`src/rtl/pcc_pkg.sv`:
```
package pcc_pkg;
    typedef enum logic [2:0] {
        REG_CORE_OFF    = 3'd0,
        REG_CORE_ON     = 3'd1,
        REG_CLUSTER_OFF = 3'd2,
        REG_WAKE_CFG    = 3'd3,
        REG_STATUS      = 3'd4
    } reg_sel_e;

    typedef enum logic [1:0] {
        WHY_COLD  = 2'b00,
        WHY_PIN   = 2'b01,
        WHY_SW_ON = 2'b10,
        WHY_WAKE  = 2'b11
    } why_e;

    localparam int ID_W     = 24;
    localparam int WAKE_BIT = 31;

    function automatic int idx_width(input int n);
        return (n > 1) ? $clog2(n) : 1;
    endfunction
endpackage

```
`src/rtl/pcc_id_decode.sv`:
```
module pcc_id_decode #(
    parameter int NCL = 2,
    parameter int CPC = 4,
    parameter int CW  = 3,
    parameter int LW  = 1
) (
    input  logic [15:0]   id_i,
    output logic          core_ok_o,
    output logic          cluster_ok_o,
    output logic [CW-1:0] core_o,
    output logic [LW-1:0] cluster_o
);
    always_comb begin
        cluster_ok_o = int'(id_i[15:8]) < NCL;
        core_ok_o    = cluster_ok_o && (int'(id_i[7:0]) < CPC);
        cluster_o    = LW'(id_i[15:8]);
        core_o       = CW'(int'(id_i[15:8]) * CPC + int'(id_i[7:0]));
    end
endmodule

```
`src/rtl/pcc_ctrl.sv`:
```
module pcc_ctrl
    import pcc_pkg::*;
#(
    parameter int NCL = 2,
    parameter int CPC = 4,
    parameter int NC  = NCL * CPC,
    parameter int CW  = 3,
    parameter int LW  = 1
) (
    input  logic                  clk,
    input  logic                  rst_n,
    input  logic                  rst_pin_i,
    input  logic [NC-1:0]         core_stby_i,
    input  logic [NCL-1:0]        cluster_stby_i,
    input  logic [NC-1:0]         wake_req_i,
    input  logic                  wr_en_i,
    input  logic [2:0]            wr_sel_i,
    input  logic                  wr_wake_bit_i,
    input  logic [ID_W-1:0]       wr_id_i,
    input  logic                  wr_core_ok_i,
    input  logic                  wr_cluster_ok_i,
    input  logic [CW-1:0]         wr_core_i,
    input  logic [LW-1:0]         wr_cluster_i,
    output logic [NC-1:0]         core_on_o,
    output logic [NC-1:0]         core_pend_o,
    output logic [NC-1:0]         wake_en_o,
    output logic [NC-1:0][1:0]    reason_o,
    output logic [NCL-1:0]        cluster_on_o,
    output logic [NCL-1:0]        cluster_pend_o,
    output logic                  prog_err_o,
    output logic [ID_W-1:0]       stat_id_o
);
    typedef struct packed {
        logic [NC-1:0]      core_on;
        logic [NC-1:0]      core_pend;
        logic [NC-1:0]      wake_en;
        logic [NC-1:0][1:0] reason;
        logic [NCL-1:0]     cl_on;
        logic [NCL-1:0]     cl_pend;
        logic               err;
        logic [ID_W-1:0]    stat_id;
    } state_t;

    localparam logic [NC-1:0]  BOOT_CORES    = NC'(1);
    localparam logic [NCL-1:0] BOOT_CLUSTERS = NCL'(1);

    state_t s_d, s_q;

    always_comb begin
        s_d = s_q;
        if (rst_pin_i) begin
            s_d.core_on   = BOOT_CORES;
            s_d.core_pend = '0;
            s_d.wake_en   = '0;
            s_d.cl_on     = BOOT_CLUSTERS;
            s_d.cl_pend   = '0;
            for (int i = 0; i < NC; i++) s_d.reason[i] = WHY_PIN;
        end else begin
            // deferred core power-down
            for (int i = 0; i < NC; i++) begin
                if (s_q.core_on[i] && s_q.core_pend[i] && core_stby_i[i]) begin
                    s_d.core_on[i]   = 1'b0;
                    s_d.core_pend[i] = 1'b0;
                end
            end
            // deferred cluster power-down takes its cores along
            for (int c = 0; c < NCL; c++) begin
                if (s_q.cl_on[c] && s_q.cl_pend[c] && cluster_stby_i[c]) begin
                    s_d.cl_on[c]   = 1'b0;
                    s_d.cl_pend[c] = 1'b0;
                    for (int k = 0; k < CPC; k++) begin
                        s_d.core_on[c*CPC+k]   = 1'b0;
                        s_d.core_pend[c*CPC+k] = 1'b0;
                    end
                end
            end
            // interrupt wake
            for (int i = 0; i < NC; i++) begin
                if (!s_q.core_on[i] && s_q.wake_en[i] && wake_req_i[i]) begin
                    s_d.core_on[i]       = 1'b1;
                    s_d.reason[i]        = WHY_WAKE;
                    s_d.cl_on[i/CPC]     = 1'b1;
                    s_d.cl_pend[i/CPC]   = 1'b0;
                end
            end
            // register writes
            if (wr_en_i) begin
                case (wr_sel_i)
                    REG_CORE_OFF: begin
                        if (wr_core_ok_i && s_d.core_on[wr_core_i])
                            s_d.core_pend[wr_core_i] = 1'b1;
                    end
                    REG_CORE_ON: begin
                        if (wr_core_ok_i) begin
                            if (!s_q.core_on[wr_core_i]) begin
                                s_d.core_on[wr_core_i]   = 1'b1;
                                s_d.core_pend[wr_core_i] = 1'b0;
                                s_d.reason[wr_core_i]    = WHY_SW_ON;
                                s_d.cl_on[wr_cluster_i]  = 1'b1;
                                s_d.cl_pend[wr_cluster_i] = 1'b0;
                            end else if (s_q.core_pend[wr_core_i]) begin
                                s_d.core_on[wr_core_i]   = 1'b1;
                                s_d.core_pend[wr_core_i] = 1'b0;
                                s_d.cl_on[wr_cluster_i]  = 1'b1;
                                s_d.cl_pend[wr_cluster_i] = 1'b0;
                            end else begin
                                s_d.err = 1'b1;
                            end
                        end
                    end
                    REG_CLUSTER_OFF: begin
                        if (wr_cluster_ok_i && s_d.cl_on[wr_cluster_i])
                            s_d.cl_pend[wr_cluster_i] = 1'b1;
                    end
                    REG_WAKE_CFG: begin
                        if (wr_core_ok_i) s_d.wake_en[wr_core_i] = wr_wake_bit_i;
                    end
                    REG_STATUS: s_d.stat_id = wr_id_i;
                    default: ;
                endcase
            end
        end
    end

    always_ff @(posedge clk or negedge rst_n) begin
        if (!rst_n) begin
            s_q.core_on   <= BOOT_CORES;
            s_q.core_pend <= '0;
            s_q.wake_en   <= '0;
            s_q.reason    <= '0;
            s_q.cl_on     <= BOOT_CLUSTERS;
            s_q.cl_pend   <= '0;
            s_q.err       <= 1'b0;
            s_q.stat_id   <= '0;
        end else begin
            s_q <= s_d;
        end
    end

    assign core_on_o      = s_q.core_on;
    assign core_pend_o    = s_q.core_pend;
    assign wake_en_o      = s_q.wake_en;
    assign reason_o       = s_q.reason;
    assign cluster_on_o   = s_q.cl_on;
    assign cluster_pend_o = s_q.cl_pend;
    assign prog_err_o     = s_q.err;
    assign stat_id_o      = s_q.stat_id;

    for (genvar g = 0; g < NC; g++) begin : g_core_chk
        assert_core_needs_cluster_R10: assert property (@(posedge clk) disable iff (!rst_n)
            core_on_o[g] |-> cluster_on_o[g/CPC]);
        assert_pend_only_when_on_R3: assert property (@(posedge clk) disable iff (!rst_n)
            core_pend_o[g] |-> core_on_o[g]);
        assert_power_loss_cause_R3: assert property (@(posedge clk) disable iff (!rst_n)
            $fell(core_on_o[g]) |-> ($past(core_pend_o[g] && core_stby_i[g])
                || $past(cluster_pend_o[g/CPC] && cluster_stby_i[g/CPC])
                || $past(rst_pin_i)));
        assert_rise_reason_R7: assert property (@(posedge clk) disable iff (!rst_n)
            $rose(core_on_o[g]) |-> (reason_o[g] == WHY_SW_ON || reason_o[g] == WHY_WAKE
                || $past(rst_pin_i)));
    end

    for (genvar c = 0; c < NCL; c++) begin : g_cl_chk
        assert_cluster_pend_on_R4: assert property (@(posedge clk) disable iff (!rst_n)
            cluster_pend_o[c] |-> cluster_on_o[c]);
    end

    assert_err_sticky_R6: assert property (@(posedge clk) disable iff (!rst_n)
        $past(prog_err_o) |-> prog_err_o);
endmodule

```
`src/rtl/pcc_status.sv`:
```
module pcc_status
    import pcc_pkg::*;
#(
    parameter int NCL        = 2,
    parameter int CPC        = 4,
    parameter int NC         = NCL * CPC,
    parameter int CW         = 3,
    parameter int LW         = 1,
    parameter bit L2_PRESENT = 1'b0
) (
    input  logic                 rd_ok_i,
    input  logic [2:0]           rd_sel_i,
    input  logic [ID_W-1:0]      stat_id_i,
    input  logic                 stat_core_ok_i,
    input  logic [CW-1:0]        stat_core_i,
    input  logic [LW-1:0]        stat_cluster_i,
    input  logic [NC-1:0]        core_on_i,
    input  logic [NC-1:0]        core_pend_i,
    input  logic [NC-1:0]        wake_en_i,
    input  logic [NC-1:0][1:0]   reason_i,
    input  logic [NCL-1:0]       cluster_on_i,
    input  logic [NCL-1:0]       cluster_pend_i,
    output logic [31:0]          rdata_o
);
    logic [7:0] flags;

    always_comb begin
        flags = '0;
        if (stat_core_ok_i) begin
            flags = {L2_PRESENT ? (|cluster_on_i) : 1'b0,
                     cluster_on_i[stat_cluster_i],
                     core_on_i[stat_core_i],
                     wake_en_i[stat_core_i],
                     cluster_pend_i[stat_cluster_i],
                     core_pend_i[stat_core_i],
                     reason_i[stat_core_i]};
        end
        rdata_o = '0;
        if (rd_ok_i && rd_sel_i == REG_STATUS) rdata_o = {flags, stat_id_i};
    end
endmodule

```
`src/rtl/cluster_pwr_ctrl.sv`:
```
module cluster_pwr_ctrl
    import pcc_pkg::*;
#(
    parameter int NUM_CLUSTERS      = 2,
    parameter int CORES_PER_CLUSTER = 4,
    parameter bit L2_PRESENT        = 1'b0,
    parameter int ADDR_W            = 5,
    parameter int NUM_CORES         = NUM_CLUSTERS * CORES_PER_CLUSTER
) (
    input  logic                    clk,
    input  logic                    rst_n,
    input  logic                    rst_pin_i,
    input  logic [ADDR_W-1:0]       bus_addr_i,
    input  logic                    bus_we_i,
    input  logic [31:0]             bus_wdata_i,
    output logic [31:0]             bus_rdata_o,
    input  logic [NUM_CORES-1:0]    core_stby_i,
    input  logic [NUM_CLUSTERS-1:0] cluster_stby_i,
    input  logic [NUM_CORES-1:0]    wake_req_i,
    output logic [NUM_CORES-1:0]    core_pwr_en_o,
    output logic [NUM_CLUSTERS-1:0] cluster_pwr_en_o,
    output logic                    prog_err_o
);
    localparam int CW = idx_width(NUM_CORES);
    localparam int LW = idx_width(NUM_CLUSTERS);

    logic                          aligned, in_map;
    logic [2:0]                    sel;
    logic                          unused_bits;
    logic                          wr_core_ok, wr_cl_ok, st_core_ok, st_cl_ok;
    logic [CW-1:0]                 wr_core, st_core;
    logic [LW-1:0]                 wr_cl, st_cl;
    logic [NUM_CORES-1:0]          core_on, core_pend, wake_en;
    logic [NUM_CORES-1:0][1:0]     reason;
    logic [NUM_CLUSTERS-1:0]       cl_on, cl_pend;
    logic [ID_W-1:0]               stat_id;

    always_comb begin
        aligned = (bus_addr_i[1:0] == 2'b00);
        sel     = 3'(bus_addr_i[ADDR_W-1:2]);
        in_map  = aligned && (int'(bus_addr_i[ADDR_W-1:2]) <= int'(REG_STATUS));
    end

    assign unused_bits = ^bus_wdata_i[30:24];

    pcc_id_decode #(.NCL(NUM_CLUSTERS), .CPC(CORES_PER_CLUSTER), .CW(CW), .LW(LW)) u_wr_dec (
        .id_i(bus_wdata_i[15:0]), .core_ok_o(wr_core_ok), .cluster_ok_o(wr_cl_ok),
        .core_o(wr_core), .cluster_o(wr_cl));

    pcc_id_decode #(.NCL(NUM_CLUSTERS), .CPC(CORES_PER_CLUSTER), .CW(CW), .LW(LW)) u_st_dec (
        .id_i(stat_id[15:0]), .core_ok_o(st_core_ok), .cluster_ok_o(st_cl_ok),
        .core_o(st_core), .cluster_o(st_cl));

    pcc_ctrl #(.NCL(NUM_CLUSTERS), .CPC(CORES_PER_CLUSTER), .NC(NUM_CORES), .CW(CW), .LW(LW)) u_ctrl (
        .clk(clk), .rst_n(rst_n), .rst_pin_i(rst_pin_i),
        .core_stby_i(core_stby_i), .cluster_stby_i(cluster_stby_i), .wake_req_i(wake_req_i),
        .wr_en_i(bus_we_i && in_map), .wr_sel_i(sel), .wr_wake_bit_i(bus_wdata_i[WAKE_BIT]),
        .wr_id_i(bus_wdata_i[ID_W-1:0]), .wr_core_ok_i(wr_core_ok), .wr_cluster_ok_i(wr_cl_ok),
        .wr_core_i(wr_core), .wr_cluster_i(wr_cl),
        .core_on_o(core_on), .core_pend_o(core_pend), .wake_en_o(wake_en), .reason_o(reason),
        .cluster_on_o(cl_on), .cluster_pend_o(cl_pend), .prog_err_o(prog_err_o),
        .stat_id_o(stat_id));

    pcc_status #(.NCL(NUM_CLUSTERS), .CPC(CORES_PER_CLUSTER), .NC(NUM_CORES), .CW(CW), .LW(LW),
                 .L2_PRESENT(L2_PRESENT)) u_status (
        .rd_ok_i(in_map), .rd_sel_i(sel), .stat_id_i(stat_id), .stat_core_ok_i(st_core_ok && st_cl_ok),
        .stat_core_i(st_core), .stat_cluster_i(st_cl),
        .core_on_i(core_on), .core_pend_i(core_pend), .wake_en_i(wake_en), .reason_i(reason),
        .cluster_on_i(cl_on), .cluster_pend_i(cl_pend), .rdata_o(bus_rdata_o));

    assign core_pwr_en_o    = core_on;
    assign cluster_pwr_en_o = cl_on;
endmodule

```
`config.mk`:
```
export PLATFORM = sky130hd
export DESIGN_NAME = cluster_pwr_ctrl
export DESIGN_NICKNAME = d
export VERILOG_FILES = /design/src/rtl/pcc_pkg.sv /design/src/rtl/pcc_id_decode.sv /design/src/rtl/pcc_ctrl.sv /design/src/rtl/pcc_status.sv /design/src/rtl/cluster_pwr_ctrl.sv
export SDC_FILE = /design/constraint.sdc
export NUM_CORES = 1
export LEC_CHECK = 0
export BUFFER_PORTS_ARGS = -buffer_cell sky130_fd_sc_hd__buf_2
export CORE_MARGIN = 2
export CORE_UTILIZATION = 34
export DETAILED_ROUTE_END_ITERATION = 8
export SLEW_MARGIN = 10
export SYNTH_ARGS = -nofsm -noshare
export SYNTH_HDL_FRONTEND = slang
export SYNTH_SLANG_ARGS = --single-unit
```
`constraint.sdc`:
```
create_clock -name clk -period 2.3 [get_ports clk]
set_input_delay 0.46 -clock clk [delete_from_list [all_inputs] [get_ports clk]]
set_output_delay 0.46 -clock clk [all_outputs]
set_load 0.01 [all_outputs]
```
==> flow_summary.yaml, run 1 <==
timing:
  fin_crit_sh_pct: 104
  fmax_mhz: 418
  max_slew_margin_pct: 48.7
  tns_ns: -0.507
  worstMarginPinSlew_ns: 0.766
  final_max_slew_viol_count: 0
  post-route-min-period_ns: 2.39
  skew_ns: 0.00855
  layout_setup_ws_ns: -0.0908
  setup_viol: 7
  hold_violations: 0
  rsz0062_at_grt: "yes"
global_route:
  grt_use_total_pct: 19.6
  antenna_found_initial: 0
  grt_pass1_vias: 3639
  grt_overflow: 0
  grt_max_degree: 70
  grt_pass1_wl_um: 19500
critical_path:
  cpMostUsedCell: "buf_6"
  arrival_ns: 1.93
  worstSetupPathType: "register to primary output"
  cp_max_fo: 7
  critPathMaxStageDelay_ns: 0.53
  setup.worst_path.start_class: "register"
  critical-path-top-delay-family: "simple AND/OR/NAND/NOR gates"
  cp_slowest_cell: "or4_4"
  crit_cells: 6
  reg2reg_depth: 6
  path_cells: "or4_4, nor3_4, nand4_1, buf_6, nor2_4, buf_6"
  critical_path_buf_inv_count: 2
  required_ns: 1.84
  end_kind: "primary output"
logic_synthesis:
  ys_ff_latch: 69
  ys_types: 61
  postSynthAreaPerCell_um2: 10.3
  mappedNetlistArea_um2: 4060
  synth_top_area_cell: "dfrtp_1"
  async_reset_ff_share_pct: 100
  synth_top_area_share_pct: 41.3
  synth_edf_count: 0
  synth_ff_type: "dfrtp_1"
  synth_cells: 394
  synthesis.nets: 453
  synth.top_cells.by_area: "dfrtp_1 41%, mux4_2 7.8%, mux2_1 5.8%"
  seq_area_frac_synth_pct: 42.5
  yosysWarningCount: 0
status:
  run_status: "complete, but fails checks"
  violations: "setup timing"
drt:
  vias: 3681
  wl_per_cell_um: 18.7
  ant_nets: 0
  routed_via_density: 5.60
  first_pass_iters: 5
  drc: 0
  drt_iter0_drc: 295
  routed_wl_um: 12300
die:
  die_w_um: 113
  die_area_um2: 12800
  row_count: 39
  ioPinCount: 102
  coreArea_um2: 11600
  die_h_um: 113
  start_util_pct: 35.1
clock_tree:
  clock_latency_ns: 0.34
  htreeDepth: 3
  cts-root-buf: "clkbuf_16"
  clkTransAtPathRegs_ns: 0.06
  clock_path_buffers: 2
  cts_tree: "built"
  numCtsBuffers: 9
  cts_sinks: 69
final_layout:
  fin_util_pct: 45.9
  areaGrowthSynthToFinish_pct: 30.8
  nets: 568
  num_antenna_cells: 0
  multi_input_area_um2: 2260
  seqCellArea_um2: 1730
  drive_gt1_share_pct: 35.8
  fillers: 1109
power:
  power_mw: 3.40
  p_leak_nw: 2.39
  power_density_nw_per_um2: 640
  peakVddDrop_uv: 323
placed_design:
  io_buffers: 93
  pre_cts_slack_ns: 0.0157
  dp_hpwl_um: 9140
  globalplace.congestion: 0.878
run:
  maxCapViolCount: 0
hold_path:
  hold_class: "input port to async pin"
-- flip-flops by register name, summed over array words and instances, names as in the netlist --
register               flops
u_ctrl.cluster_on_o        2
u_ctrl.cluster_pend_o      2
u_ctrl.core_on_o           8
u_ctrl.core_pend_o         8
u_ctrl.prog_err_o          1
u_ctrl.reason_o           16
u_ctrl.stat_id_o          24
u_ctrl.wake_en_o           8
-- cells by family (layout without fill, tap and decap cells) --
logic type,count (synthesis),count (layout),synth area share (%)
AO/OA/AOI/OAI,81,81,13.5
flip-flops,69,69,42.5
other,1,1,0.0923
XOR/XNOR,3,3,1.02
AND/OR/NAND/NOR,168,168,23.3
multiplexers,46,46,16.5
buffers and inverters,26,146,3.02
-- per-stage QoR --
stage                     area, um^2  hold slack, ns  instances
final                           5310           0.129        657
after global routing            5310           0.170        657
after CTS                       5310           0.156        656
after detailed placement        4880           0.459        639
after global placement          4880           0.446        639
after floorplan                 4060           0.164        394
-- placed cells by master, fill, tap and decap left out, drive strengths merged, types with 5 or more instances in the layout --
master / n
mux4: 14
a31oi: 10
clkbuf: 10
and2: 25
mux2i: 7
or2: 7
nor2: 41
nand4: 10
o21ai: 17
nor4: 5
nand2: 29
and3b: 9
dfrtp: 67
buf: 128
a21oi: 21
nand2b: 5
mux2: 25
nand3: 17
a211oi: 11
-- synthesized netlist by cell type (3+ instances only) --
library cell / n
o21ai_0: 8
a2111oi_0: 3
a21oi_1: 21
buf_2: 8
o21ai_1: 9
a211oi_1: 11
and3b_1: 9
clkbuf_1: 13
mux4_2: 14
a31oi_1: 9
nand2_1: 29
mux2i_1: 7
and2_1: 25
a21boi_0: 3
a311oi_1: 3
or2_1: 6
mux2_2: 3
nand3_1: 17
and3_1: 4
mux2_1: 21
nor2_1: 41
nor3_1: 4
nand4_1: 9
nand2b_1: 4
dfrtp_1: 67
-- final timing paths --
path,from,end,slack [ns]
max in group asynchronous,rst_n,u_ctrl.core_on_o[0],1.82
max reg2reg,u_ctrl.cluster_on_o[0],u_ctrl.core_pend_o[5],0.27
min reg2reg,u_ctrl.prog_err_o,u_ctrl.prog_err_o,0.47
min,rst_n,u_ctrl.stat_id_o[10],0.13
min in group clk,bus_wdata_i[17],u_ctrl.stat_id_o[17],0.33
max,u_ctrl.stat_id_o[9],bus_rdata_o[26],-0.09
-- cell type report --
type | count | share of cell area (%)
Timing Repair Buffer | 128 | 15.0
Inverter | 2 | 0.141
Tap cell | 143 | 3.37
Sequential cell | 69 | 32.6
Multi-Input combinational cell | 299 | 42.6
Clock inverter | 6 | 2.10
Clock buffer | 10 | 4.31
-- where the power goes --
part	switching (mW)	internal, mW
combinational	0.237	0.215
clock	0.530	1.06
sequential	0.0705	1.29
-- timing repair --
item / 4_1_cts / 5_1_grt
setup endpoints to repair: 7 / 7
hold buffers: 0 / 0
gates cloned: 0 / 0
buffers inserted: 1 / 1
endpoints found under the hold margin: 0 / 0
gates resized for setup: 19 / 0
pin swaps: 9 / 1
-- routing by layer --
metal	wire (um)	vias to the layer above	GRT usage, %
li1	-	1696	-
met1	5430	1809	27.1
met2	5800	159	31.4
met3	848	17	3.91
met4	183	0	5.69
met5	0	-	0
(Power assumes the default switching activity.)
==> run 2: changes to the inputs <==
--- a/config.mk
+++ b/config.mk
@@ -5,9 +5,10 @@
 export SDC_FILE = /design/constraint.sdc
 export NUM_CORES = 1
 export LEC_CHECK = 0
-export BUFFER_PORTS_ARGS = -buffer_cell sky130_fd_sc_hd__buf_2
+export BUFFER_PORTS_ARGS = -buffer_cell sky130_fd_sc_hd__buf_4
 export CORE_MARGIN = 2
 export CORE_UTILIZATION = 34
+export CTS_CLUSTER_DIAMETER = 30
 export DETAILED_ROUTE_END_ITERATION = 8
 export SLEW_MARGIN = 10
 export SYNTH_ARGS = -nofsm -noshare
==> flow_summary.yaml, run 2 (same netlist as run 1, synthesis figures left out) <==
status:
  run_status: "complete, but fails checks"
  violations: "setup timing"
placed_design:
  io_buffers: 93
  pre_cts_slack_ns: 0.103
  globalplace.congestion: 0.854
  dp_hpwl_um: 9350
  place_inst: 639
die:
  row_count: 39
  die_w_um: 113
  die_h_um: 113
  coreArea_um2: 11600
  ioPinCount: 102
  start_util_pct: 35.1
  die_area_um2: 12800
hold_path:
  hold_class: "input port to async pin"
timing:
  skew_ns: 0.0116
  final_max_slew_viol_count: 0
  fmax_mhz: 400
  post-route-min-period_ns: 2.50
  fin_crit_sh_pct: 109
  max_slew_margin_pct: 61.3
  rsz0062_at_grt: "yes"
  setup_viol: 7
  layout_setup_ws_ns: -0.198
  whs_ns: 0.0699
  worstMarginPinSlew_ns: 0.566
  hold_violations: 0
  tns_ns: -1.26
drt:
  vias: 3663
  routed-wl-met3_um: 953
  drt-met1-wl_um: 5390
  dr_wl_met2_um: 5860
  routed_wl_um: 12500
  drc: 0
  drt_iter0_drc: 232
  highest_layer: "met4"
  first_pass_iters: 4
  routed_via_density: 5.59
  ant_nets: 0
  wl_per_cell_um: 19.1
clock_tree:
  cts-root-buf: "clkbuf_16"
  numCtsBuffers: 9
  post-cts-setup-buffers: 0
  htreeDepth: 3
  cts_tree: "built"
  clock_latency_ns: 0.35
  clock_path_buffers: 2
  cts_hold_repair.buffers: 0
  cts_sinks: 69
  clkTransAtPathRegs_ns: 0.05
final_layout:
  stdcell_count: 655
  fillers: 1105
  drive_gt1_share_pct: 35.2
  num_antenna_cells: 0
  final_common_cell: "buf_4"
  final_cell_mix: "117 x buf_4, 66 x dfrtp_1, 35 x nor2_1"
  areaGrowthSynthToFinish_pct: 34.7
  multi_input_area_um2: 2270
  nets: 566
  largest_reg_flops: 24
  seqCellArea_um2: 1730
power:
  peakVddDrop_uv: 282
  p_leak_nw: 2.40
  power_density_nw_per_um2: 583
critical_path:
  arrival_ns: 2.04
  critPathMaxStageDelay_ns: 0.55
  worstSetupPathType: "register to primary output"
  required_ns: 1.84
  cpMostUsedCell: "buf_6"
  end_kind: "primary output"
  path_cells: "or4_4, nor3_4, nand4_1, buf_6, nor2_4, buf_6"
  setup.worst_path.start_class: "register"
  rr_startpoint: "u_ctrl.cluster_on_o[0]"
  critPathLaunch: "u_ctrl.stat_id_o[10]"
  cp_slowest_cell: "or4_4"
  cp_max_fo: 7
global_route:
  grt_pass1_vias: 3694
  grt_max_degree: 36
  grt_use_total_pct: 20.6
  antenna_found_initial: 0
  grt_pass1_wl_um: 20200
  grt_overflow: 0
run:
  maxCapViolCount: 0
run 2: changes by cell type in the layout (fill, tap and decap cells not counted):
cell	previous run	this run
buf_6	5	6
nor2_2	2	1
clkbuf_8	0	3
buf_4	31	117
bufinv_16	3	0
buf_2	89	0
nor2_4	4	5
clkinvlp_4	1	0
clkbuf_1	1	3
clkinv_4	1	0
run 2: worst paths after layout:
kind | endpoint | slack, ns | cells after the start
setup reg to reg | u_ctrl.core_pend_o[5] | 0.11 | 6
hold / removal | u_ctrl.stat_id_o[9] | 0.07 | 1
max in group asynchronous | u_ctrl.core_on_o[0] | 1.61 | 2
hold reg to reg | u_ctrl.prog_err_o | 0.47 | 2
min in group clk | u_ctrl.stat_id_o[17] | 0.33 | 2
setup / recovery | bus_rdata_o[26] | -0.20 | 6
run 2: repair_timing:
action,in CTS,in global routing
gates resized for setup,12,9
pin swaps,0,6
endpoints found under the setup margin,7,7
endpoints found under the hold margin,0,0
run 2: metrics by stage:
| stage | total power [mW] | instance area [um^2] | utilization (%) |
|---|---|---|---|
| global placement | 1.82 | 5110 | 44.2 |
| global route | 3.34 | 5470 | 47.3 |
| detailed placement | 1.83 | 5110 | 44.2 |
| CTS | 3.20 | 5440 | 47.0 |
| finish | 3.19 | 5470 | 47.3 |
| floorplan | 1.59 | 4060 | - |
run 2: routing by layer:
metal	vias up	track usage, %
met4	0	8.78
met2	150	32.2
li1	1686	-
met3	27	5.25
met5	-	0
met1	1800	27.3
run 2: power by group:
| part | leakage (nW) | total, mW | switching, mW | internal (mW) |
|---|---|---|---|---|
| registers | 0.889 | 1.36 | 0.0702 | 1.29 |
| clock network | 0.140 | 1.35 | 0.533 | 0.818 |
| logic | 1.37 | 0.480 | 0.239 | 0.241 |
| total | 2.40 | 3.19 | 0.843 | 2.35 |
run 2: final cells by class:
cell class / instances / area share [%]
inverter: 2 / 0.137
tap: 143 / 3.27
sequential: 69 / 31.6
timing repair buffer: 126 / 18.4
clock buffer: 15 / 5.08
clock inverter: 1 / 0.0914
multi-input combinational: 299 / 41.4
run 2: critical path, delay by kind of cell (launching register included):
kind                   cells  cell delay (ns)
AND/OR/NAND/NOR            4             1.00
flip-flops                 1             0.38
buffers and inverters      2             0.31
